<file path="src/rtl/fill_pkg.sv">
// Package fill_pkg
// Shared sequencer state type for the region fill sequencer.
// Assumes nothing beyond being compiled before its users.
package fill_pkg;

    typedef enum logic [1:0] {
        ST_IDLE   = 2'd0,
        ST_WRITE  = 2'd1,
        ST_FINISH = 2'd2
    } fill_state_e;

endpackage

</file>
<file path="src/rtl/fill_decode.sv">
// Module fill_decode
// Splits the instruction word into the opcode match, two register selectors
// and the word count. Pure combinational logic.
// Assumes the field order opcode | value sel | base sel | count from MSB to LSB.
module fill_decode #(
    parameter int CNT_W  = 6,
    parameter int SEL_W  = 3,
    parameter int OPC_W  = 4,
    parameter logic [OPC_W-1:0] OPCODE = 4'b1010,
    localparam int INSTR_W = OPC_W + 2*SEL_W + CNT_W
) (
    input  logic [INSTR_W-1:0] instr,
    output logic [SEL_W-1:0]   val_sel,
    output logic [SEL_W-1:0]   base_sel,
    output logic [CNT_W-1:0]   count,
    output logic               opc_match,
    output logic               cnt_zero
);
    localparam int BASE_LSB = CNT_W;
    localparam int VAL_LSB  = CNT_W + SEL_W;
    localparam int OPC_LSB  = CNT_W + 2*SEL_W;

    // Field extraction and opcode comparison.
    always_comb begin
        count     = instr[CNT_W-1:0];
        base_sel  = instr[BASE_LSB +: SEL_W];
        val_sel   = instr[VAL_LSB +: SEL_W];
        opc_match = (instr[OPC_LSB +: OPC_W] == OPCODE);
        cnt_zero  = (instr[CNT_W-1:0] == '0);
    end
endmodule

</file>
<file path="src/rtl/fill_counter.sv">
// Module fill_counter
// Down-counter holding the number of writes still to perform.
// Assumes load and dec are never high in the same cycle.
module fill_counter #(
    parameter int CNT_W = 6
) (
    input  logic             clk,
    input  logic             rst_n,
    input  logic             load,
    input  logic [CNT_W-1:0] load_val,
    input  logic             dec,
    output logic             last
);
    logic [CNT_W-1:0] remain_q;

    // Remaining-write register: load on start, decrement per accepted write.
    always_ff @(posedge clk) begin
        if (!rst_n) begin
            remain_q <= '0;
        end else if (load) begin
            remain_q <= load_val;
        end else if (dec && remain_q != '0) begin
            remain_q <= remain_q - CNT_W'(1);
        end
    end

    // Flags the write that will empty the counter.
    always_comb begin
        last = (remain_q == CNT_W'(1));
    end
endmodule

</file>
<file path="src/rtl/fill_addr_gen.sv">
// Module fill_addr_gen
// Holds the current byte address and the fill value. Steps the address by
// one word's worth of bytes per accepted write and wraps at the address width.
// Assumes the word width is a whole number of bytes; low address bits that
// select a byte within a word are forced to zero.
module fill_addr_gen #(
    parameter int ADDR_W = 16,
    parameter int DATA_W = 16
) (
    input  logic              clk,
    input  logic              rst_n,
    input  logic              load,
    input  logic [ADDR_W-1:0] base,
    input  logic [DATA_W-1:0] value,
    input  logic              step,
    output logic [ADDR_W-1:0] addr,
    output logic [DATA_W-1:0] wdata
);
    localparam int BYTES_PER_WORD = DATA_W / 8;
    localparam int ALIGN_BITS     = $clog2(BYTES_PER_WORD);

    logic [ADDR_W-1:0] addr_q;
    logic [ADDR_W-1:0] base_al;
    logic [DATA_W-1:0] value_q;

    // Alignment variant chosen by the word width.
    generate
        if (ALIGN_BITS > 0) begin : g_align
            always_comb begin
                base_al = {base[ADDR_W-1:ALIGN_BITS], {ALIGN_BITS{1'b0}}};
                addr    = {addr_q[ADDR_W-1:ALIGN_BITS], {ALIGN_BITS{1'b0}}};
            end
        end else begin : g_noalign
            always_comb begin
                base_al = base;
                addr    = addr_q;
            end
        end
    endgenerate

    // Address register: load aligned base, then advance one word per step.
    always_ff @(posedge clk) begin
        if (!rst_n) begin
            addr_q <= '0;
        end else if (load) begin
            addr_q <= base_al;
        end else if (step) begin
            addr_q <= addr_q + ADDR_W'(BYTES_PER_WORD);
        end
    end

    // Fill value register, captured once per operation.
    always_ff @(posedge clk) begin
        if (!rst_n) begin
            value_q <= '0;
        end else if (load) begin
            value_q <= value;
        end
    end

    always_comb begin
        wdata = value_q;
    end
endmodule

</file>
<file path="src/rtl/fill_ctrl.sv">
// Module fill_ctrl
// Three-state sequencer: idle, writing, finishing. Accepts a start only
// when idle and the opcode matches; start is ignored in the other states.
// Assumes cnt_zero and opc_match are decoded from the same instruction as start.
module fill_ctrl
    import fill_pkg::*;
(
    input  logic clk,
    input  logic rst_n,
    input  logic start,
    input  logic opc_match,
    input  logic cnt_zero,
    input  logic cnt_last,
    input  logic mem_ready,
    output logic load,
    output logic step,
    output logic mem_we,
    output logic done
);
    fill_state_e state_q, state_d;

    // Handshake and load strobes derived from the current state.
    always_comb begin
        load   = (state_q == ST_IDLE) && start && opc_match;
        step   = (state_q == ST_WRITE) && mem_ready;
        mem_we = (state_q == ST_WRITE);
        done   = (state_q == ST_FINISH);
    end

    // Next-state selection.
    always_comb begin
        state_d = state_q;
        unique case (state_q)
            ST_IDLE:   if (load) state_d = cnt_zero ? ST_FINISH : ST_WRITE;
            ST_WRITE:  if (step && cnt_last) state_d = ST_FINISH;
            ST_FINISH: state_d = ST_IDLE;
            default:   state_d = ST_IDLE;
        endcase
    end

    // State register.
    always_ff @(posedge clk) begin
        if (!rst_n) state_q <= ST_IDLE;
        else        state_q <= state_d;
    end
endmodule

</file>
<file path="src/rtl/fill_seq.sv">
// Module fill_seq (top)
// Region fill sequencer: decodes the instruction, fetches base and value
// through the register-select outputs, then writes the value into
// consecutive words, one accepted write per ready cycle, and pulses done.
// Assumes val_data and base_data are valid in the cycle start is high.
module fill_seq #(
    parameter int ADDR_W = 16,
    parameter int DATA_W = 16,
    parameter int CNT_W  = 6,
    parameter int SEL_W  = 3,
    parameter int OPC_W  = 4,
    parameter logic [OPC_W-1:0] OPCODE = 4'b1010,
    localparam int INSTR_W = OPC_W + 2*SEL_W + CNT_W
) (
    input  logic               clk,
    input  logic               rst_n,
    input  logic               start,
    input  logic [INSTR_W-1:0] instr,
    output logic [SEL_W-1:0]   val_sel,
    output logic [SEL_W-1:0]   base_sel,
    input  logic [DATA_W-1:0]  val_data,
    input  logic [ADDR_W-1:0]  base_data,
    output logic [ADDR_W-1:0]  mem_addr,
    output logic [DATA_W-1:0]  mem_wdata,
    output logic               mem_we,
    input  logic               mem_ready,
    output logic               done
);
    logic [CNT_W-1:0] count;
    logic             opc_match;
    logic             cnt_zero;
    logic             cnt_last;
    logic             load;
    logic             step;

    fill_decode #(
        .CNT_W(CNT_W), .SEL_W(SEL_W), .OPC_W(OPC_W), .OPCODE(OPCODE)
    ) u_dec (
        .instr     (instr),
        .val_sel   (val_sel),
        .base_sel  (base_sel),
        .count     (count),
        .opc_match (opc_match),
        .cnt_zero  (cnt_zero)
    );

    fill_ctrl u_ctrl (
        .clk       (clk),
        .rst_n     (rst_n),
        .start     (start),
        .opc_match (opc_match),
        .cnt_zero  (cnt_zero),
        .cnt_last  (cnt_last),
        .mem_ready (mem_ready),
        .load      (load),
        .step      (step),
        .mem_we    (mem_we),
        .done      (done)
    );

    fill_counter #(.CNT_W(CNT_W)) u_cnt (
        .clk      (clk),
        .rst_n    (rst_n),
        .load     (load),
        .load_val (count),
        .dec      (step),
        .last     (cnt_last)
    );

    fill_addr_gen #(.ADDR_W(ADDR_W), .DATA_W(DATA_W)) u_addr (
        .clk   (clk),
        .rst_n (rst_n),
        .load  (load),
        .base  (base_data),
        .value (val_data),
        .step  (step),
        .addr  (mem_addr),
        .wdata (mem_wdata)
    );
endmodule

</file>
<file path="config.mk">
export PLATFORM = sky130hd
export DESIGN_NAME = fill_seq
export DESIGN_NICKNAME = d
export VERILOG_FILES = /design/src/rtl/fill_pkg.sv /design/src/rtl/fill_decode.sv /design/src/rtl/fill_counter.sv /design/src/rtl/fill_addr_gen.sv /design/src/rtl/fill_ctrl.sv /design/src/rtl/fill_seq.sv
export SDC_FILE = /design/constraint.sdc
export NUM_CORES = 1
export LEC_CHECK = 0
export BUFFER_PORTS_ARGS = -buffer_cell sky130_fd_sc_hd__buf_2
export CORE_UTILIZATION = 42
export DETAILED_ROUTE_END_ITERATION = 8
export GPL_TIMING_DRIVEN = 1
export PLACE_DENSITY = 0.76
export SYNTH_ARGS = -nofsm -noshare
export SYNTH_HDL_FRONTEND = slang
export SYNTH_SLANG_ARGS = --single-unit
</file>
<file path="constraint.sdc">
create_clock -name clk -period 1.7 [get_ports clk]
set_clock_uncertainty 0.15 [all_clocks]
set_input_delay 0.34 -clock clk [delete_from_list [all_inputs] [get_ports clk]]
set_output_delay 0.34 -clock clk [all_outputs]
set_load 0.05 [all_outputs]
</file>
==> reports/results.txt, run 1 <==
status -> finished with violations
failing checks -> DRC
Num CTS Buffers -> 5
Slew Viols, Final -> 0
Max stage delay on crit path -> 0.34 ns
DRT antenna net count -> 0
Initial Utilization -> 44.4%
GRT met2 Usage -> 32.3%
Core Footprint -> 4440 sq um
ys async rst share -> 0%
Worst Setup SP -> u_ctrl.state_q[1]$_SDFFE_PN0P_
PnR worst setup slack -> 0.0587 ns
PortBufs -> 77
Die Y -> 70.6 um
Iter 0 DRT Violations -> 78
setup violators final -> 0
Vias per Instance -> 5.19
routed len/inst -> 13.0 um
Max Freq -> 609 MHz
Syn Inst Count -> 233
critical setup path kind -> reg -> out
Hold Path Class -> in -> reg
FF-to-FF path depth -> 5
Nets -> 382
clk sink count -> 39
Seq/Total Area, Yosys -> 39.5%
most frequent cells in the layout -> buf_2 (75), nand2_1 (38), buf_4 (26), dfxtp_1 (26), a21oi_1 (25)
register bit count reported by yosys -> 39
clk_lat worst skew -> 0.29 ns
top cell type's share of synthesized area -> 39.5%
WP data arrival -> 1.15 ns
fin crit share -> 96.5%
Final Cell Area -> 2730 sq um
R2R Path End -> u_cnt.remain_q[4]$_SDFFE_PN0P_
R2R Setup Slk -> 0.06 ns
Die Wd -> 70.6 um
Unique masters post-synth -> 48
pwr dens -> 653 nW/um^2
Longest Clk Path Bufs -> 2
predominant post-synthesis flop cell -> dfxtp_1
TritonCTS clock tree -> done
Worst-Margin Slew -> 0.514 ns
Synth area leaders -> dfxtp_1 (40%), nand2_1 (7.2%), a21oi_1 (6.3%)
IO Pins -> 92
met3 usage -> 5.84%
crit path to -> done
dpl cell area -> 2570 sq um
Worst EP required -> 1.21 ns
FF-to-FF Start -> u_ctrl.state_q[0]$_SDFFE_PN0P_
final routed DRC violation total -> 8
1st-pass router iterations -> 6
Mapped Nets -> 289
Final Critical Period -> 1.64 ns
CP max FO -> 6
cell family with most CP delay -> flip-flops
via count -> 1967
leak pwr -> 1.19 nW
Worst Hold Launch -> val_data[3]
fraction of layout instances using a drive strength above 1 -> 47.4%
pin count of the biggest net entering global routing -> 29
Ys Warns -> 0
Remaining Overflow, GRT -> 0
global-route track usage on met1 -> 26.7%
Mean Syn Cell Area -> 8.47 sq um
vias in the first global route -> 1858
# diodes -> 0
GR peak layer -> met2
logic depth of the worst path, buffers included -> 3
die area -> 4980 sq um
first-pass GRT wire length -> 8160 um
slowest stage cell on the critical path -> dfxtp_1
H-Tree Depth -> 2
number of core rows -> 24
RSZ-0062 raised after global routing -> yes
critical path cell sequence -> buf_4 > nor2b_1 > buf_6
CP endpoint kind -> output pin
clock slew at the register clock pins of the worst setup and hold paths -> 0.08 ns
Post-CTS Hold Buffers -> 0
Critical Path Source Type -> register
worst rel slew slack -> 65.7%
synthesized cell area -> 1970 sq um
Final Hold Violating Endpoints -> 0
antenna violations before repair -> 0
hpwl dp -> 3800 um
peak supply drop -> 508 uV
EDFF count, synth -> 0
FILL cells -> 401
commonest non-fill, non-tap cell in the layout -> buf_2
Worst Path Buf+Inv -> 2
GPL Wtd Cong -> 0.834
cell taking the most area after synthesis -> dfxtp_1
Setup WS pre-CTS -> -0.0921 ns
area grow syn2layout -> 38.2%
maxcap violations -> 0
gr usage total -> 20.6%
clk root buf -> clkbuf_8
final wirelength -> 4930 um
-- sequential cells by signal, summed over array words and instances (netlist names) --
signal,flops
u_addr.addr_q,15
u_addr.wdata,16
u_cnt.remain_q,6
u_ctrl.state_q,2
-- worst min-delay path by stage --
stage | cells after the start | slack, ns | endpoint
final | 3 | 0.13 | u_addr.wdata[3]$_SDFFE_PN0P_
after global routing | 3 | 0.13 | u_addr.wdata[3]$_SDFFE_PN0P_
after CTS | 3 | 0.12 | u_addr.wdata[8]$_SDFFE_PN0P_
after detailed placement | 2 | 0.29 | u_addr.wdata[12]$_SDFFE_PN0P_
after global placement | 2 | 0.29 | u_addr.wdata[4]$_SDFFE_PN0P_
after floorplan | 2 | 0.32 | u_cnt.remain_q[4]$_SDFFE_PN0P_
-- report_power, final --
group | internal (W) | switching, W | total (W)
registers | 0.000931 | 0.0000158 | 0.000946
logic | 0.0000930 | 0.000134 | 0.000227
clock network | 0.000287 | 0.000323 | 0.000610
-- cells in the mapped netlist (all sizes together), types with 2 or more instances --
cell,count
clkbuf,6
o31ai,3
nor4,6
nand3,5
nand3b,3
a31oi,5
dfxtp,39
a21oi,26
xnor2,9
buf,13
nor2,14
nand2,39
and3,2
and4,2
a31o,2
ha,4
nand4,4
xor2,2
or3,3
o21ai,10
a211oi,7
inv,7
nor2b,3
nor3,7
-- worst reg2reg max path, stage by stage, from the launching register on --
cell and delay, ns:
dfxtp_2 0.41, buf_4 0.14, and3b_2 0.26, nand2_2 0.08
or3_1 0.35, a31oi_1 0.17
-- layout make-up --
type | instances | area (sq um) | area share [%]
clock inverter | 2 | 12.5 | 0.459
timing repair buffer | 105 | 633 | 23.2
multi-input combinational | 168 | 1120 | 41.1
clock buffer | 6 | 72.6 | 2.66
sequential | 39 | 797 | 29.2
inverter | 7 | 26.3 | 0.963
tap | 52 | 65.1 | 2.38
-- metal layers --
layer,routed length (um),up-vias
li1,-,1005
met1,2240,875
met2,2150,76
met3,445,11
met4,93,0
met5,0,-
-- per-stage QoR --
step | TNS (ns) | utilization (%) | hold WS (ns) | std cells | total power [W]
final | 0 | 61.4 | 0.126 | 379 | 0.00178
after global routing | -0.0460 | 61.4 | 0.130 | 379 | 0.00186
after CTS | 0 | 59.9 | 0.123 | 378 | 0.00180
after detailed placement | -0.347 | 57.7 | 0.295 | 370 | 0.00119
after global placement | -0.0231 | 57.7 | 0.290 | 370 | 0.00118
after floorplan | -0.0615 | - | 0.319 | 233 | 0.00113
-- timing repair --
item / in CTS / in global routing
buffers inserted: 0 / 1
pin swaps: 1 / 2
cloned: 0 / 0
resized for setup: 4 / 15
setup endpoints to repair: 4 / 24
-- cell families (layout without fill, tap and decap cells) --
family	Yosys count	count (layout)	synth area share [%]
buffers and inverters	26	120	6.78
AO/OA/AOI/OAI	59	59	18.8
XOR/XNOR	11	11	4.88
multiplexers	2	2	1.08
adder cells (fa/ha/maj)	4	4	2.53
other	1	1	0.190
AND/OR/NAND/NOR	91	91	26.2
flip-flops	39	39	39.5
Power figures use the tool's default switching activity.
==> run 2: changes to the inputs <==
- SETUP_SLACK_MARGIN: not set -> 0.5
==> reports/results.txt, run 2 (synthesis gave the netlist of run 1 again) <==
final wirelength -> 8520 um (+73%)
failing checks -> DRC
FILL cells -> 194 (-52%)
Worst Path Buf+Inv -> 1 (-1)
Slew Viols, Final -> 0 (unchanged)
IO Pins -> 92 (unchanged)
Vias per Instance -> 6.01 (+16%)
PortBufs -> 77 (unchanged)
antenna violations before repair -> 0 (unchanged)
Hold Path Class -> in -> reg
RSZ-0062 raised after global routing -> yes
die area -> 4980 sq um (unchanged)
GRT met2 Usage -> 51.5% (+19 points)
critical path cell sequence -> buf_4 > nor2_4 > and3_4 > a41oi_1 > nor4_1
hpwl dp -> 3470 um (-8.7%)
Worst EP required -> 1.74 ns (+0.53 ns)
via count -> 2441 (+24%)
# diodes -> 0 (unchanged)
pwr dens -> 566 nW/um^2 (-13%)
gr usage total -> 26.4% (+5.7 points)
final routed DRC violation total -> 12 (+4)
number of core rows -> 24 (unchanged)
CP endpoint kind -> register
leak pwr -> 1.61 nW (+35%)
GR peak layer -> met2
clock slew at the register clock pins of the worst setup and hold paths -> 0.08 ns (about the same)
global-route track usage on met1 -> 29.2% (+2.5 points)
commonest non-fill, non-tap cell in the layout -> buf_2
most frequent cells in the layout -> buf_2 (44), buf_8 (31), buf_4 (29)
CP max FO -> 8 (+2)
first-pass GRT wire length -> 10400 um (+28%)
WP data arrival -> 1.71 ns (+0.56 ns)
1st-pass router iterations -> 9 (+3)
clk root buf -> clkbuf_8
maxcap violations -> 0 (unchanged)
Nets -> 409 (+7.1%)
Final Critical Period -> 1.67 ns (+0.0252 ns)
Final Cell Area -> 3830 sq um (+41%)
PnR worst setup slack -> 0.0335 ns (-0.0252 ns)
clk_lat worst skew -> 0.30 ns (about the same)
max FFs per register -> 16 (unchanged)
Iter 0 DRT Violations -> 139 (+78%)
Max Freq -> 600 MHz (-1.5%)
Initial Utilization -> 44.4% (unchanged)
GPL Wtd Cong -> 0.808 (-3.1%)
area grow syn2layout -> 94.2%
fraction of layout instances using a drive strength above 1 -> 72.9% (+25 points)
fin crit share -> 98.0% (+1.5 points)
worst rel slew slack -> 55.9% (-9.8 points)
Setup WS pre-CTS -> -0.123 ns (-0.0310 ns)
met3 usage -> 4.99% (-0.85 points)
Num CTS Buffers -> 5 (unchanged)
cell family with most CP delay -> simple AND/OR/NAND/NOR gates
Worst-Margin Slew -> 0.661 ns (+0.147 ns)
Max stage delay on crit path -> 0.35 ns (about the same)
critical setup path kind -> reg -> reg
peak supply drop -> 338 uV (-33%)
Final Util -> 86.3% (+25 points)
Die Y -> 70.6 um (unchanged)
clk sink count -> 39 (unchanged)
H-Tree Depth -> 2 (unchanged)
Longest Clk Path Bufs -> 2 (unchanged)
Die Wd -> 70.6 um (unchanged)
dpl cell area -> 2570 sq um (+0.15%)
routed len/inst -> 21.0 um (+61%)
placed cells -> 358 (-3.2%)
slowest stage cell on the critical path -> dfxtp_4
vias in the first global route -> 2200 (+18%)
status -> finished with violations
setup violators final -> 0 (unchanged)
Critical Path Source Type -> register
Remaining Overflow, GRT -> 0 (unchanged)
Final Hold Violating Endpoints -> 0 (unchanged)
TritonCTS clock tree -> done
DRT antenna net count -> 0 (unchanged)
Core Footprint -> 4440 sq um (unchanged)
pin count of the biggest net entering global routing -> 29 (unchanged)
post-route insts no fill -> 406 (+7.1%)
run 2: changes by cell type in the layout (fill, tap and decap cells not counted), moves of 10 or more:
| cell | delta |
|---|---|
| nand2_1 | -10 |
| dfxtp_1 | -24 |
| buf_2 | -31 |
| dfxtp_4 | +18 |
| buf_6 | +23 |
| a21oi_1 | -10 |
| buf_8 | +31 |
run 2: repair_timing:
item	CTS	global route
pin swaps	27	27
buffers inserted	27	9
hold buffers	0	0
resized for setup	153	72
setup endpoints to repair	72	72
cloned	0	4
run 2: metrics by stage:
step | TNS, ns | total power, W | hold WS, ns
after floorplan | 0 | 0.00112 | 0.299
after global placement | -0.757 | 0.00116 | 0.289
after detailed placement | -1.40 | 0.00117 | 0.297
after CTS | 0 | 0.00209 | 0.113
after global routing | -0.0485 | 0.00221 | 0.118
final | 0 | 0.00217 | 0.120
run 2: routing by layer:
layer | part of all wire (%) | wire (um) | vias up
met5 | 0 | 0 | -
met3 | 7.2 | 614 | 51
li1 | - | - | 1062
met4 | 5.9 | 500 | 0
met2 | 52 | 4430 | 159
met1 | 35 | 2970 | 1169
run 2: final cells by class:
| class | count | area (sq um) | area share (%) |
|---|---|---|---|
| clock buffers | 6 | 93.8 | 2.45 |
| repair buffers | 132 | 1250 | 32.7 |
| multi-input cells | 168 | 1490 | 38.8 |
| flip-flops and latches | 39 | 872 | 22.7 |
| clock inverters | 2 | 36.3 | 0.946 |
| well taps | 52 | 65.1 | 1.70 |
| inverters | 7 | 26.3 | 0.685 |
run 2: worst paths after layout:
check | from | endpoint | slack, ns | depth (start not counted)
hold / removal | val_data[6] | u_addr.wdata[6]$_SDFFE_PN0P_ | 0.12 | 3
setup reg to reg | u_ctrl.state_q[0]$_SDFFE_PN0P_ | u_ctrl.state_q[1]$_SDFFE_PN0P_ | 0.03 | 5
setup / recovery | u_ctrl.state_q[0]$_SDFFE_PN0P_ | u_ctrl.state_q[1]$_SDFFE_PN0P_ | 0.03 | 5
hold reg to reg | u_addr.wdata[14]$_SDFFE_PN0P_ | u_addr.wdata[14]$_SDFFE_PN0P_ | 0.31 | 2
run 2: worst register-to-register path: stages (launching register included):
cell	delay (ns)
dfxtp_4	0.35
buf_4	0.13
nor2_4	0.17
and3_4	0.31
a41oi_1	0.18
nor4_1	0.27
run 2: report_power, final:
group | internal (W) | switching (W)
Sequential | 0.000908 | 0.0000240
Clock | 0.000528 | 0.000373
Combinational | 0.000149 | 0.000189
==> run 3: changes to the inputs <==
- ABC_AREA: not set -> 1
- CORE_MARGIN: not set -> 4
- CORE_UTILIZATION: 42 -> 43
==> reports/results.txt, run 3 <==
Post-Synth Simple-Gate Area -> 38.3% (+12 points)
Iter 0 DRT Violations -> 183 (+32%)
TritonCTS clock tree -> done
pin count of the biggest net entering global routing -> 22 (-24%)
number of core rows -> 25 (+4.2%)
FILL cells -> 343 (+77%)
clk root buf -> clkbuf_8
met1 wire length -> 2750 um (-7.5%)
Worst EP required -> 1.21 ns (-0.53 ns)
Met3 Routed Length -> 593 um (-3.4%)
Core Footprint -> 4820 sq um (+8.4%)
register bit count reported by yosys -> 39 (unchanged)
Vias per Instance -> 5.22 (-13%)
most frequent cells in the layout -> nand2_1 (66), nor2_1 (61), buf_2 (44)
max FFs per register -> 16 (unchanged)
IO Pins -> 92 (unchanged)
fin crit share -> 95.2% (-2.9 points)
Die Wd -> 79.2 um (+12%)
clock slew at the register clock pins of the worst setup and hold paths -> 0.08 ns (about the same)
ys async rst share -> 0% (unchanged)
FF/Latch Area -> 860 sq um (-1.4%)
setup violators final -> 0 (unchanged)
Final Critical Period -> 1.62 ns (-0.0486 ns)
H-Tree Depth -> 2 (unchanged)
Slew Viols, Final -> 0 (unchanged)
critical path cell sequence -> inv_4 > buf_6 > nand2_4 > clkinvlp_4 > buf_8
TNS Setup -> 0 ns (unchanged)
final hold slack -> 0.134 ns (+0.0142 ns)
WP data arrival -> 1.13 ns (-0.58 ns)
Comb pwr share -> 15.0% (-0.6 points)
Hold Path Class -> in -> reg
mux cell area share after synthesis -> 0% (-1.1 points)
EDFF count, synth -> 0 (unchanged)
DRT antenna net count -> 0 (unchanged)
Synth area leaders -> dfxtp_1 (36%), nand2_1 (13%), nor2_1 (12%)
gr usage total -> 21.1% (-5.3 points)
Nets -> 495 (+21%)
CP max FO -> 4 (-4)
cell taking the most area after synthesis -> dfxtp_1
pwr dens -> 565 nW/um^2 (-0.25%)
PortBufs -> 77 (unchanged)
leak pwr -> 1.62 nW (+0.14%)
die area -> 6280 sq um (+26%)
Critical Path Source Type -> register
Unique masters post-synth -> 32 (-33%)
Syn Inst Count -> 335 (+44%)
Synth Area in XOR/XNOR -> 0.803% (-4.1 points)
met2 wire len -> 3800 um (-14%)
slowest stage cell on the critical path -> dfxtp_2
synthesized cell area -> 2180 sq um (+10%)
Final Hold Violating Endpoints -> 0 (unchanged)
CP endpoint kind -> output pin
Compound-Gate Fraction of Synth Area -> 11.5% (-7.3 points)
Longest Clk Path Bufs -> 2 (unchanged)
Multi-input gate area -> 1330 sq um (-11%)
hpwl dp -> 4190 um (+21%)
Max Freq -> 618 MHz (+3.0%)
Mapped Nets -> 391 (+35%)
Sw Share -> 24.9% (-2.1 points)
1st-pass router iterations -> 5 (-4)
Clock power frac -> 41.0% (-0.5 points)
# diodes -> 0 (unchanged)
Final Util -> 77.6% (-8.7 points)
routed len/inst -> 14.3 um (-32%)
via count -> 2645 (+8.4%)
max layer used -> met4
total chip power -> 0.00211 W (-2.8%)
Reg power frac -> 43.9% (+1.0 points)
adder-cell share of the synthesized area -> 2.29% (-0.24 points)
peak supply drop -> 320 uV (-5.2%)
vias in the first global route -> 2410 (+9.5%)
area grow syn2layout -> 71.4%
Ys Warns -> 0 (unchanged)
Max stage delay on crit path -> 0.35 ns (about the same)
commonest non-fill, non-tap cell in the layout -> nand2_1
GPL Wtd Cong -> 0.869 (+7.6%)
clk_lat worst skew -> 0.29 ns (about the same)
cell with the most instances after synthesis -> nand2_1
status -> complete, no violations
final routed DRC violation total -> 0 (-12)
maxcap violations -> 0 (unchanged)
fraction of layout instances using a drive strength above 1 -> 48.0% (-25 points)
Sw Pwr -> 0.000526 W (-10%)
Seq/Total Area, Yosys -> 35.8% (-3.7 points)
RSZ-0062 raised after global routing -> yes
Num CTS Buffers -> 5 (unchanged)
Mean Syn Cell Area -> 6.51 sq um (-23%)
final wirelength -> 7230 um (-15%)
first-pass GRT wire length -> 10800 um (+3.5%)
Remaining Overflow, GRT -> 0 (unchanged)
Pint -> 0.00159 W (about the same)
critical setup path kind -> reg -> out
predominant post-synthesis flop cell -> dfxtp_1
top cell type's share of synthesized area -> 35.8% (-3.7 points)
Initial Utilization -> 45.3% (+0.85 points)
antenna violations before repair -> 0 (unchanged)
clk sink count -> 39 (unchanged)
largest family of logic cells by synthesized area -> simple AND/OR/NAND/NOR gates
commonest cells in the netlist -> nand2_1 (76), nor2_1 (67), dfxtp_1 (39)
Die Y -> 79.2 um (+12%)
run 3: cell count changes after synthesis, sizes merged, moves of 7 or more:
cell    change
a211oi      -7
a21oi      -15
inv        +21
nand2      +41
nand3      +21
nor2       +58
o21ai      +17
xnor2       -8
run 3: area by class of cell:
class                   instances  share of cell area [%]
multi-input cells             248                    35.5
flip-flops and latches         39                    23.0
well taps                      67                    2.24
repair buffers                116                    32.4
clock buffers                   7                    2.61
clock inverters                 1                   0.803
inverters                      29                    3.41
run 3: final timing paths:
| kind | cells after the start | slack, ns | endpoint | start |
|---|---|---|---|---|
| setup / recovery | 5 | 0.08 | mem_we | u_ctrl.state_q[1]$_SDFFE_PN0P_ |
| hold / removal | 3 | 0.13 | u_addr.wdata[8]$_SDFFE_PN0P_ | val_data[8] |
| setup reg to reg | 9 | 0.10 | u_addr.addr_q[5]$_SDFFE_PN0P_ | u_ctrl.state_q[1]$_SDFFE_PN0P_ |
| hold reg to reg | 2 | 0.34 | u_addr.wdata[9]$_SDFFE_PN0P_ | u_addr.wdata[9]$_SDFFE_PN0P_ |
run 3: metrics by stage:
step | setup WS, ns | instances | instance area, sq um
after floorplan | 0.294 | 335 | 2330
after global placement | 0.154 | 468 | 2740
after detailed placement | 0.140 | 468 | 2740
after CTS | 0.193 | 493 | 3440
after global routing | -0.00921 | 507 | 3740
final | 0.0821 | 507 | 3740
run 3: timing repair:
action	CTS	global route
pin swaps	1	11
hold buffers	0	0
endpoints found under the setup margin	72	72
resized for setup	120	47
setup buffers	14	12
cloned	3	2
run 3: power by group through the flow:
stage | Sequential, W | Combinational (W) | Clock (W)
floorplan | 0.000987 | 0.000150 | 0
global placement | 0.000947 | 0.000234 | 0
detailed placement | 0.000947 | 0.000238 | 0
CTS | 0.000926 | 0.000279 | 0.000884
global route | 0.000930 | 0.000343 | 0.000933
finish | 0.000928 | 0.000317 | 0.000866
run 3: logic make-up (layout without fill, tap and decap cells):
logic type,Yosys count,in the layout
adder cells (fa/ha/maj),4,4
AO/OA/AOI/OAI,47,47
other,1,1
flip-flops,39,39
XOR/XNOR,2,2
buffers and inverters,48,153
AND/OR/NAND/NOR,194,194
run 3: critical path, delay by kind of cell (launching register included):
| kind | cells | cell delay [ns] |
|---|---|---|
| simple gates | 1 | 0.08 |
| flops | 1 | 0.35 |
| buf+inv | 4 | 0.40 |
run 3: routing by layer:
layer  vias to the layer above  global-route usage (%)
li1                       1281                       -
met1                      1208                    24.9
met2                       142                    39.1
met3                        14                    4.31
met4                         0                    4.64
met5                         -                       0
